<file path="src/rtl/mcyc_ctrl_pkg.sv">
package mcyc_ctrl_pkg;
    localparam int OPC_W   = 6;
    localparam int SEL_W   = 2;
    localparam int STATE_W = 4;

    localparam logic [OPC_W-1:0] OPC_ALU   = 6'b000000;
    localparam logic [OPC_W-1:0] OPC_LOAD  = 6'b100011;
    localparam logic [OPC_W-1:0] OPC_STORE = 6'b101011;
    localparam logic [OPC_W-1:0] OPC_IMM   = 6'b001000;
    localparam logic [OPC_W-1:0] OPC_BEQ   = 6'b000100;
    localparam logic [OPC_W-1:0] OPC_JUMP  = 6'b000010;

    localparam logic [SEL_W-1:0] BSEL_REG    = 2'd0;
    localparam logic [SEL_W-1:0] BSEL_FOUR   = 2'd1;
    localparam logic [SEL_W-1:0] BSEL_IMM    = 2'd2;
    localparam logic [SEL_W-1:0] BSEL_IMM_SH = 2'd3;

    localparam logic [SEL_W-1:0] AOP_ADD   = 2'd0;
    localparam logic [SEL_W-1:0] AOP_SUB   = 2'd1;
    localparam logic [SEL_W-1:0] AOP_FUNCT = 2'd2;

    localparam logic [SEL_W-1:0] PCS_ALU = 2'd0;
    localparam logic [SEL_W-1:0] PCS_OUT = 2'd1;
    localparam logic [SEL_W-1:0] PCS_JMP = 2'd2;

    typedef enum logic [STATE_W-1:0] {
        ST_FETCH, ST_DECODE, ST_ADDR, ST_LOAD_RD, ST_LOAD_WB, ST_STORE_WR,
        ST_ALU_EXEC, ST_ALU_WB, ST_IMM_EXEC, ST_IMM_WB, ST_BRANCH, ST_JUMP
    } step_e;

    typedef enum logic [2:0] {
        CL_ALU, CL_LOAD, CL_STORE, CL_IMM, CL_BRANCH, CL_JUMP, CL_BAD
    } iclass_e;

    typedef struct packed {
        logic             pc_wr;
        logic             pc_wr_cond;
        logic [SEL_W-1:0] pc_src;
        logic             addr_sel;
        logic             mem_rd;
        logic             mem_wr;
        logic             ir_wr;
        logic             wb_sel;
        logic             dst_sel;
        logic             rf_wr;
        logic             alu_a_sel;
        logic [SEL_W-1:0] alu_b_sel;
        logic [SEL_W-1:0] alu_op;
    } ctrl_t;
endpackage

</file>
<file path="src/rtl/mcyc_op_class.sv">
module mcyc_op_class
    import mcyc_ctrl_pkg::*;
(
    input  logic [OPC_W-1:0] opcode,
    output iclass_e          cls
);
    always_comb begin
        unique case (opcode)
            OPC_ALU:   cls = CL_ALU;
            OPC_LOAD:  cls = CL_LOAD;
            OPC_STORE: cls = CL_STORE;
            OPC_IMM:   cls = CL_IMM;
            OPC_BEQ:   cls = CL_BRANCH;
            OPC_JUMP:  cls = CL_JUMP;
            default:   cls = CL_BAD;
        endcase
    end
endmodule

</file>
<file path="src/rtl/mcyc_seq.sv">
module mcyc_seq
    import mcyc_ctrl_pkg::*;
(
    input  logic    clk,
    input  logic    rst,
    input  iclass_e cls,
    output step_e   step
);
    step_e nxt;

    always_ff @(posedge clk) begin
        if (rst) step <= ST_FETCH;
        else     step <= nxt;
    end

    always_comb begin
        unique case (step)
            ST_FETCH:  nxt = ST_DECODE;
            ST_DECODE: begin
                unique case (cls)
                    CL_LOAD, CL_STORE: nxt = ST_ADDR;
                    CL_ALU:            nxt = ST_ALU_EXEC;
                    CL_IMM:            nxt = ST_IMM_EXEC;
                    CL_BRANCH:         nxt = ST_BRANCH;
                    CL_JUMP:           nxt = ST_JUMP;
                    default:           nxt = ST_FETCH;
                endcase
            end
            ST_ADDR:     nxt = (cls == CL_STORE) ? ST_STORE_WR : ST_LOAD_RD;
            ST_LOAD_RD:  nxt = ST_LOAD_WB;
            ST_ALU_EXEC: nxt = ST_ALU_WB;
            ST_IMM_EXEC: nxt = ST_IMM_WB;
            default:     nxt = ST_FETCH;
        endcase
    end
endmodule

</file>
<file path="src/rtl/mcyc_ctrl_rom.sv">
module mcyc_ctrl_rom
    import mcyc_ctrl_pkg::*;
(
    input  step_e step,
    output ctrl_t ctl
);
    always_comb begin
        ctl = '0;
        unique case (step)
            ST_FETCH: begin
                ctl.mem_rd    = 1'b1;
                ctl.ir_wr     = 1'b1;
                ctl.alu_b_sel = BSEL_FOUR;
                ctl.alu_op    = AOP_ADD;
                ctl.pc_wr     = 1'b1;
                ctl.pc_src    = PCS_ALU;
            end
            ST_DECODE: begin
                ctl.alu_b_sel = BSEL_IMM_SH;
                ctl.alu_op    = AOP_ADD;
            end
            ST_ADDR, ST_IMM_EXEC: begin
                ctl.alu_a_sel = 1'b1;
                ctl.alu_b_sel = BSEL_IMM;
                ctl.alu_op    = AOP_ADD;
            end
            ST_LOAD_RD: begin
                ctl.mem_rd   = 1'b1;
                ctl.addr_sel = 1'b1;
            end
            ST_LOAD_WB: begin
                ctl.rf_wr  = 1'b1;
                ctl.wb_sel = 1'b1;
            end
            ST_STORE_WR: begin
                ctl.mem_wr   = 1'b1;
                ctl.addr_sel = 1'b1;
            end
            ST_ALU_EXEC: begin
                ctl.alu_a_sel = 1'b1;
                ctl.alu_b_sel = BSEL_REG;
                ctl.alu_op    = AOP_FUNCT;
            end
            ST_ALU_WB: begin
                ctl.rf_wr   = 1'b1;
                ctl.dst_sel = 1'b1;
            end
            ST_IMM_WB: begin
                ctl.rf_wr = 1'b1;
            end
            ST_BRANCH: begin
                ctl.alu_a_sel  = 1'b1;
                ctl.alu_b_sel  = BSEL_REG;
                ctl.alu_op     = AOP_SUB;
                ctl.pc_wr_cond = 1'b1;
                ctl.pc_src     = PCS_OUT;
            end
            ST_JUMP: begin
                ctl.pc_wr  = 1'b1;
                ctl.pc_src = PCS_JMP;
            end
            default: ctl = '0;
        endcase
    end
endmodule

</file>
<file path="src/rtl/mcyc_ctrl.sv">
module mcyc_ctrl
    import mcyc_ctrl_pkg::*;
(
    input  logic             clk,
    input  logic             rst,
    input  logic [OPC_W-1:0] opcode,
    output logic             pc_wr,
    output logic             pc_wr_cond,
    output logic [SEL_W-1:0] pc_src,
    output logic             addr_sel,
    output logic             mem_rd,
    output logic             mem_wr,
    output logic             ir_wr,
    output logic             wb_sel,
    output logic             dst_sel,
    output logic             rf_wr,
    output logic             alu_a_sel,
    output logic [SEL_W-1:0] alu_b_sel,
    output logic [SEL_W-1:0] alu_op
);
    iclass_e cls;
    step_e   step;
    ctrl_t   ctl;

    mcyc_op_class u_class (.opcode(opcode), .cls(cls));
    mcyc_seq      u_seq   (.clk(clk), .rst(rst), .cls(cls), .step(step));
    mcyc_ctrl_rom u_rom   (.step(step), .ctl(ctl));

    assign pc_wr      = ctl.pc_wr;
    assign pc_wr_cond = ctl.pc_wr_cond;
    assign pc_src     = ctl.pc_src;
    assign addr_sel   = ctl.addr_sel;
    assign mem_rd     = ctl.mem_rd;
    assign mem_wr     = ctl.mem_wr;
    assign ir_wr      = ctl.ir_wr;
    assign wb_sel     = ctl.wb_sel;
    assign dst_sel    = ctl.dst_sel;
    assign rf_wr      = ctl.rf_wr;
    assign alu_a_sel  = ctl.alu_a_sel;
    assign alu_b_sel  = ctl.alu_b_sel;
    assign alu_op     = ctl.alu_op;
endmodule

</file>
<file path="config.mk">
export PLATFORM = sky130hd
export DESIGN_NAME = mcyc_ctrl
export DESIGN_NICKNAME = d
export VERILOG_FILES = /design/src/rtl/mcyc_ctrl_pkg.sv /design/src/rtl/mcyc_op_class.sv /design/src/rtl/mcyc_seq.sv /design/src/rtl/mcyc_ctrl_rom.sv /design/src/rtl/mcyc_ctrl.sv
export SDC_FILE = /design/constraint.sdc
export NUM_CORES = 1
export LEC_CHECK = 0
export CAP_MARGIN = 20
export CORE_AREA = 2 2 39 41
export DETAILED_ROUTE_END_ITERATION = 8
export DIE_AREA = 0 0 41 43
export PLACE_DENSITY_LB_ADDON = 0.2
export SLEW_MARGIN = 20
export SYNTH_ARGS = -nofsm -noshare
export SYNTH_HDL_FRONTEND = slang
export SYNTH_SLANG_ARGS = --single-unit
</file>
<file path="constraint.sdc">
create_clock -name clk -period 1.4 [get_ports clk]
set_input_delay 0.14 -clock clk [delete_from_list [all_inputs] [get_ports clk]]
set_output_delay 0.14 -clock clk [all_outputs]
set_load 0.01 [all_outputs]
</file>
==> results_dict.tcl, run 1 <==
set metrics [dict create \
    top_register "u_seq.step" \
    drt_pass1_iterations 4 \
    wl_um 1420 \
    nets 114 \
    netlist_instances 64 \
    p_leak_nw 0.351 \
    drc 0 \
    violations "setup timing" \
    start_kind "flop" \
    ys_seq_area_share_pct 17.7 \
    cts_tree "built" \
    clockRootBuffer "clkbuf_4" \
    netSwitchingPower_mw 0.123 \
    critPathBufInv 1 \
    place_ws_ps -163 \
    rsz0062_at_grt "yes" \
    hold_buffers 0 \
    clk-insertion-delay-late_ps 240 \
    area_delta_synth_final_pct 82.3 \
    total_power_mw 0.417 \
    io_buffers 23 \
    worst-endpoint-required_ps 1570 \
    largest_registers "u_seq.step x4" \
    maxSlewViolCount 0 \
    switching_share_pct 29.5 \
    comb_power_share_pct 35.9 \
    initial_core_util_pct 32.7 \
    cts_htree_levels 1 \
    io_pins 24 \
    die_y_um 43 \
    crit_arrival_ps 1580 \
    drive_gt1_share_pct 51.9 \
    p_per_area_mw_per_mm2 504 \
    antenna_found_initial 0 \
    clk_pin_slew_ps 40 \
    dp_hpwl_um 1060 \
    fin_ws_ps -15.5 \
    avgSynthCellArea_um2 7.08 \
    cts.sinks 4 \
    outcome "finished with violations" \
    syn_nets 72 \
    clockBufferDepth 2 \
    tightest_slew_ps 362 \
    row_count 14 \
    max_slew_margin_pct 75.8 \
    final_util_pct 59.7 \
    overflow 0 \
    path_max_fanout 6 \
    cap_violations 0 \
    yosysUniqueCellTypes 28 \
    largest_reg_flops 4 \
    grt_max_degree 8 \
    crit_chain "buf_6 -> or3_4 -> nor4_4 -> o211ai_2 -> a21oi_2" \
    clock-skew-final_ps 6.53 \
    wire_per_inst_um 11.9 \
    fin_crit_ps 1420 \
    setup_viol 1 \
    cp-end-kind "flop" \
    via_per_inst 5.01 \
    clock.fmax_mhz 706 \
    worstSetupPathType "flop to flop" \
    slowest_stage "dfxtp_4" \
    synth_warnings 0 \
    dieArea_mm2 0.00176 \
    hp-class "primary input to flop" \
    cpPeakStageDelay_ps 370 \
    dieWidth_um 41 \
    hold_viol 0 \
    fin_crit_sh_pct 101 \
    finalWeightedCongestion 0.790 \
    grt_pass1_wl_um 2170 \
    p_int_mw 0.294 \
    p_clk_share_pct 34.7 \
    vias 601 \
    ys_ff_latch 4 \
    fin_hold_ws_ps 631 \
    pwr-share-seq_pct 29.4 \
    antennaDiodeCount 0 \
    grt_usage_pct 18.0 \
    ant_nets 0 \
    synthesis.area_um2 453 \
    numCtsBuffers 3 \
    cp_top_family "simple AND/OR/NAND/NOR gates" \
    vdd_drop_max_mv 0.516 \
    drt_iter0_drc 5 \
    coreArea_mm2 0.00138 \
    grt_pass1_vias 561 \
]
[what timing repair did]
item / CTS / global route
setup buffers: 0 / 1
endpoints found under the setup margin: 18 / 15
cloned: 0 / 0
pin swaps: 3 / 2
resized for setup: 47 / 19
[layer usage]
metal | global-route usage [%] | vias to the layer above | wire length (um)
li1 | - | 307 | -
met1 | 16.1 | 270 | 520
met2 | 32.8 | 22 | 773
met3 | 7.33 | 2 | 120
met4 | 6.67 | 0 | 8
met5 | 0 | - | 0
[final cells by class]
class	count	area, um^2
Tap cell	16	20.0
Clock buffer	3	22.5
Sequential cell	4	90.1
Timing Repair Buffer	42	312
Fill cell	145	558
Multi-Input combinational cell	55	382
[worst min-delay path, cell delays in order]
cell             delay, ps
clkdlybuf4s50_1        450
o21bai_1               200
a21oi_2                 40
[worst paths after layout]
path	from	cells after the start	slack, ps	endpoint
setup reg to reg	u_seq.step[3]$_SDFF_PP0_	5	-20	u_seq.step[3]$_SDFF_PP0_
setup / recovery	u_seq.step[3]$_SDFF_PP0_	5	-20	u_seq.step[3]$_SDFF_PP0_
hold / removal	rst	3	630	u_seq.step[3]$_SDFF_PP0_
hold reg to reg	u_seq.step[2]$_SDFF_PP0_	3	700	u_seq.step[1]$_SDFF_PP0_
[cells by family after synthesis]
group | share of synthesized area, %
flip-flops | 17.7
buffers and inverters | 6.08
XOR/XNOR | 3.87
AND/OR/NAND/NOR | 47.0
AO/OA/AOI/OAI | 25.4
[cells in the final DEF, fill, tap and decap left out, types with 3 or more instances in the layout]
cell,n
a21oi_1,7
buf_2,5
buf_4,16
buf_6,3
clkbuf_2,9
clkbuf_4,3
clkdlybuf4s50_1,7
nand2b_4,4
nor2_1,12
[through the flow]
step                      setup TNS [ps]  cells  cell area [um^2]
final                              -15.5    120               826
after global routing                -146    120               826
after CTS                          -75.0    119               863
after floorplan                        0     64               453
after detailed placement           -1600    116               811
after global placement             -1340    116               811
[cells in the mapped netlist]
cell type | count | area, um^2
or3_4 | 1 | 11.3
nor4_4 | 1 | 21.3
a21oi_2 | 1 | 8.76
nand2b_4 | 1 | 13.8
nor4_1 | 1 | 6.26
nand2_1 | 2 | 7.51
nand3b_1 | 2 | 15.0
or2_1 | 3 | 18.8
or2_2 | 1 | 6.26
nor3_1 | 3 | 15.0
buf_2 | 4 | 20.0
dfxtp_1 | 4 | 80.1
a2111oi_0 | 1 | 8.76
nor2_1 | 13 | 48.8
nand2b_1 | 5 | 31.3
a21bo_2 | 1 | 10.0
o21ai_1 | 1 | 5.00
xnor2_1 | 1 | 8.76
xor2_1 | 1 | 8.76
a21oi_1 | 8 | 40.0
o22ai_1 | 1 | 6.26
o21bai_1 | 1 | 7.51
o21ai_0 | 2 | 10.0
buf_4 | 1 | 7.51
o211ai_2 | 1 | 12.5
and4b_1 | 1 | 10.0
nor3b_1 | 1 | 7.51
a31oi_1 | 1 | 6.26
[power by group through the flow]
stage	clock (mW)	combinational, mW	sequential, mW
final	0.145	0.150	0.122
after global routing	0.167	0.162	0.123
after CTS	0.148	0.148	0.122
after detailed placement	0	0.155	0.125
after global placement	0	0.153	0.125
after floorplan	0	0.0669	0.123
Power figures use the tool's default switching activity.
==> run 2: changes to the inputs <==
--- a/config.mk
+++ b/config.mk
@@ -7,6 +7,7 @@
 export LEC_CHECK = 0
 export CAP_MARGIN = 20
 export CORE_AREA = 2 2 39 41
+export CTS_CLUSTER_SIZE = 25
 export DETAILED_ROUTE_END_ITERATION = 8
 export DIE_AREA = 0 0 41 43
 export PLACE_DENSITY_LB_ADDON = 0.2
==> constraint.sdc (replaced) <==
create_clock -name clk -period 1.4 [get_ports clk]
set_input_delay 0.21 -clock clk [delete_from_list [all_inputs] [get_ports clk]]
set_output_delay 0.21 -clock clk [all_outputs]
set_load 0.01 [all_outputs]
==> run 2 against run 1 <==
Effect of this change: the flow still finishes with violations (setup timing); non-clock buffer count unchanged; sequential power barely moved; die area unchanged; clock skew is 2.6 ps lower; worst setup slack got worse by 59 ps; flip-flop and latch count unchanged; clock power is 3% lower; global-route usage is 1.1 points higher; cell count unchanged; via count stayed put; hold slack improved by 90 ps; register-to-register slack about the same; critical path type is now flop to output pin.
==> results_dict.tcl, run 2 (same netlist as run 1, synthesis figures left out) <==
set metrics [dict create \
    fin_ws_ps -74.8 \
    coreArea_mm2 0.00138 \
    path_max_fanout 6 \
    via_per_inst 5.01 \
    violations "setup timing" \
    num-fill-cells 146 \
    final_util_pct 62.8 \
    io_pins 24 \
    drc 0 \
    place_area_um2 786 \
    wl_um 1510 \
    hold_viol 0 \
    row_count 14 \
    grt_usage_pct 19.1 \
    start_kind "flop" \
    grt_pass1_wl_um 2240 \
    largest_registers "u_seq.step x4" \
    dieArea_mm2 0.00176 \
    rsz0062_at_grt "yes" \
    outcome "finished with violations" \
    setup_viol 5 \
    antennaDiodeCount 0 \
    ant_nets 0 \
    vdd_drop_max_mv 0.343 \
    antenna_found_initial 0 \
    holdPathStages 3 \
    io_buffers 23 \
    r2r_cells 5 \
    cts_tree "built" \
    dp.cells 112 \
    largest_reg_flops 4 \
    wire_per_inst_um 12.5 \
    clockBufferDepth 2 \
    cp-end-kind "output pin" \
    initial_core_util_pct 32.7 \
    top_register "u_seq.step" \
    die_y_um 43 \
    clock-skew-final_ps 3.92 \
    cpPeakStageDelay_ps 360 \
    dieWidth_um 41 \
    numCtsBuffers 3 \
    cts.sinks 4 \
    finalWeightedCongestion 0.800 \
    p_per_area_mw_per_mm2 486 \
    area_delta_synth_final_pct 92.0 \
    p_leak_nw 0.356 \
    overflow 0 \
    clock.fmax_mhz 678 \
    dp_hpwl_um 1040 \
    vias 601 \
    fin_crit_ps 1470 \
    crit_arrival_ps 1260 \
    hold_buffers 0 \
    fin_crit_sh_pct 105 \
    max_slew_margin_pct 73.9 \
    slowest_stage "dfxtp_4" \
    drt_pass1_iterations 4 \
    tightest_slew_ps 382 \
    layout_commonest_cell "buf_4" \
    nets 114 \
    crit_chain "buf_6 -> nand2b_4 -> a21oi_2 -> a21oi_1 -> nor2_1 -> buf_2" \
    layout_common_cells "13 x buf_4, 12 x buf_2, 11 x nor2_1" \
    worst-endpoint-required_ps 1190 \
    grt_max_degree 8 \
    clk-insertion-delay-late_ps 230 \
    stdcell_count 120 \
    cap_violations 0 \
    maxSlewViolCount 0 \
    drt_iter0_drc 7 \
    worstSetupPathType "flop to output pin" \
    drive_gt1_share_pct 59.6 \
    regArea_um2 92.6 \
    clk_pin_slew_ps 40 \
    final_area_um2 870 \
    grt_pass1_vias 561 \
    multi_input_area_um2 407 \
    hp-class "primary input to flop" \
    clockRootBuffer "clkbuf_4" \
    cts_htree_levels 1 \
]
[run 2: cell types whose count changed in the layout (fill, tap and decap cells not counted), sizes merged]
cell / before / now
buf: 24 / 31
clkdlybuf4s15: 0 / 2
clkbuf: 12 / 5
dlygate4sd2: 2 / 0
[run 2: layer usage]
metal	share of wire [%]	GRT usage (%)	up-vias
met3	6.0	6.28	2
met2	55	34.4	22
met5	0	0	-
met1	38	17.0	271
met4	0.66	10.0	0
li1	-	-	306
[run 2: area by class of cell]
type | instances | share of cell area [%]
Multi-Input combinational cell | 55 | 46.8
Tap cell | 16 | 2.30
Clock buffer | 3 | 2.59
Timing Repair Buffer | 42 | 37.7
Sequential cell | 4 | 10.6
[run 2: worst paths after layout]
kind,start,to,slack [ps]
max reg2reg,u_seq.step[3]$_SDFF_PP0_,u_seq.step[3]$_SDFF_PP0_,-20
min reg2reg,u_seq.step[3]$_SDFF_PP0_,u_seq.step[3]$_SDFF_PP0_,730
max,u_seq.step[3]$_SDFF_PP0_,alu_b_sel[1],-70
min,rst,u_seq.step[3]$_SDFF_PP0_,720
[run 2: metrics by stage]
| stage | TNS [ps] | total power [mW] | hold WS, ps | setup WS (ps) |
|---|---|---|---|---|
| 2_1_floorplan | 0 | 0.191 | 361 | 112 |
| 3_3_place_gp | -2710 | 0.279 | 766 | -243 |
| 3_5_place_dp | -2880 | 0.280 | 787 | -239 |
| 4_1_cts | -377 | 0.421 | 703 | -109 |
| 5_1_grt | -1040 | 0.457 | 715 | -148 |
| 6_report | -235 | 0.422 | 721 | -74.8 |
[run 2: repair_timing]
action	CTS	global route
pin swaps	8	8
endpoints found under the setup margin	19	18
gates resized for setup	75	14
setup buffers	5	0
[run 2: where the power goes]
group / leakage [nW] / switching [mW] / total, mW / internal [mW]
sequential: 0.0352 / 0.00638 / 0.121 / 0.114
combinational: 0.307 / 0.0742 / 0.161 / 0.0866
clock: 0.0138 / 0.0453 / 0.141 / 0.0957
total: 0.356 / 0.126 / 0.422 / 0.296
[run 2: worst max-delay path: cells and delay by family (launching register included)]
kind	cells	cell delay (ps)
flops	1	360
buf+inv	2	250
simple gates	2	220
compound gates	2	200
==> run 3: changes to the inputs <==
--- a/config.mk
+++ b/config.mk
@@ -10,8 +10,7 @@
 export CTS_CLUSTER_SIZE = 25
 export DETAILED_ROUTE_END_ITERATION = 8
 export DIE_AREA = 0 0 41 43
-export PLACE_DENSITY_LB_ADDON = 0.2
-export SLEW_MARGIN = 20
+export PLACE_DENSITY = 0.71
 export SYNTH_ARGS = -nofsm -noshare
 export SYNTH_HDL_FRONTEND = slang
 export SYNTH_SLANG_ARGS = --single-unit
==> run 3 against run 2 <==
Effect of this change: the run still ends with setup timing left; non-clock buffer count rose by 7; critical path depth did not move; worst setup slack got worse by 85 ps; routed wire length rose by 8.7%; cell count rose by 5.8%; hold slack got worse by 20 ps; die area did not move; cell area rose by 9.4%; critical path type unchanged; critical endpoint unchanged; largest cell class unchanged.
==> results_dict.tcl, run 3 (same netlist as run 1, synthesis figures left out) <==
set metrics [dict create \
    cts_htree_levels 1 \
    drc 0 \
    fin_crit_sh_pct 111 \
    total_power_mw 0.437 \
    drt_pass1_iterations 4 \
    layout_commonest_cell "buf_4" \
    fin_crit_ps 1560 \
    hold_buffers 0 \
    drive_gt1_share_pct 63.1 \
    hold_viol 0 \
    wl_um 1640 \
    tns_ps -519 \
    drt_iter0_drc 5 \
    clk_pin_slew_ps 30 \
    comb_power_share_pct 39.2 \
    path_max_fanout 5 \
    vias 649 \
    io_buffers 23 \
    cp_top_family "flip-flops" \
    outcome "finished with violations" \
    violations "setup timing" \
    use_met2_pct 35.6 \
    ant_nets 0 \
    largest_reg_flops 4 \
    numCtsBuffers 3 \
    grt_pass1_wl_um 2190 \
    worst-endpoint-required_ps 1190 \
    grt_usage_pct 17.5 \
    largest_registers "u_seq.step x4" \
    p_int_mw 0.305 \
    cpPeakStageDelay_ps 360 \
    cts.sinks 4 \
    setup_viol 7 \
    use_met3_pct 1.57 \
    fin_ws_ps -160 \
    overflow 0 \
    dieWidth_um 41 \
    cap_violations 0 \
    p_leak_nw 0.408 \
    vdd_drop_max_mv 0.399 \
    netSwitchingPower_mw 0.132 \
    clockBufferDepth 2 \
    critPathBufInv 2 \
    clk-insertion-delay-late_ps 240 \
    place_area_um2 816 \
    io_pins 24 \
    clockRootBuffer "clkbuf_4" \
    rsz0062_at_grt "yes" \
    busiest_layer "met2" \
    dp_hpwl_um 1100 \
    clock-skew-final_ps 3.59 \
    via_per_inst 5.11 \
    start_kind "flop" \
    dieArea_mm2 0.00176 \
    area_delta_synth_final_pct 110 \
    initial_core_util_pct 32.7 \
    switching_share_pct 30.2 \
    hp-class "primary input to flop" \
    maxSlewViolCount 0 \
    met1_usage_pct 14.4 \
    nets 121 \
    p_clk_share_pct 33.0 \
    antenna_found_initial 0 \
    slowest_stage "dfxtp_4" \
    finalWeightedCongestion 0.755 \
    max_slew_margin_pct 76.8 \
    row_count 14 \
    grt_max_degree 10 \
    top_register "u_seq.step" \
    final_area_um2 951 \
    cp-end-kind "output pin" \
    pwr-share-seq_pct 27.8 \
    worstSetupPathType "flop to output pin" \
    p_per_area_mw_per_mm2 460 \
    grt_pass1_vias 590 \
    layout_common_cells "16 x buf_4, 12 x buf_2, 11 x nor2_1" \
    clock.fmax_mhz 641 \
    antennaDiodeCount 0 \
    coreArea_mm2 0.00138 \
    crit_chain "buf_4 -> nand2b_1 -> a21oi_2 -> a21oi_1 -> nor2_1 -> clkdlybuf4s15_2" \
    cts_tree "built" \
    crit_arrival_ps 1350 \
    tightest_slew_ps 339 \
    wire_per_inst_um 12.9 \
    die_y_um 43 \
]
run 3: cell types whose count changed in the layout (fill, tap and decap cells not counted), moves of 2 or more:
cell / delta
buf_6: +4
buf_4: +3
nand2b_2: -2
nand2b_4: +2
nor3_1: -2
run 3: tightest hold or removal path, delay by kind of cell:
family	cells	cell delay [ps]
compound gates	2	230
buf+inv	1	450
run 3: repair_timing:
item	CTS	global route
gates resized for setup	64	29
buffers inserted	4	4
pin swaps	5	8
endpoints found under the setup margin	19	18
run 3: worst paths after layout:
check | start | end | slack (ps) | cells past startpoint
setup / recovery | u_seq.step[3]$_SDFF_PP0_ | alu_b_sel[1] | -160 | 6
hold / removal | rst | u_seq.step[3]$_SDFF_PP0_ | 700 | 3
hold reg to reg | u_seq.step[2]$_SDFF_PP0_ | u_seq.step[3]$_SDFF_PP0_ | 720 | 3
setup reg to reg | u_seq.step[2]$_SDFF_PP0_ | u_seq.step[3]$_SDFF_PP0_ | -120 | 6
run 3: metrics by stage:
step                      util [%]  hold slack, ps  cells  worst slack (ps)
after global placement        59.0             777    116              -211
after global routing          68.7             747    127              -218
after detailed placement      59.0             775    116              -249
after CTS                     63.2             655    123              -141
after floorplan                  -             361     64               112
final                         68.7             701    127              -160
run 3: power by group through the flow:
stage	combinational, mW	clock (mW)	sequential [mW]
after floorplan	0.0680	0	0.123
after global placement	0.155	0	0.126
after detailed placement	0.159	0	0.126
after CTS	0.156	0.152	0.122
after global routing	0.184	0.155	0.122
final	0.172	0.144	0.122
run 3: layer usage:
| layer | part of all wire (%) | vias to the layer above |
|---|---|---|
| met2 | 52 | 22 |
| met3 | 5.5 | 4 |
| met1 | 39 | 299 |
| met4 | 2.6 | 0 |
| li1 | - | 324 |
| met5 | 0 | - |
run 3: area by class of cell:
| class | instances | area [um^2] |
|---|---|---|
| Multi-Input combinational cell | 55 | 427 |
| Tap cell | 16 | 20.0 |
| Sequential cell | 4 | 92.6 |
| Clock buffer | 3 | 22.5 |
| Timing Repair Buffer | 49 | 389 |
| Fill cell | 117 | 433 |
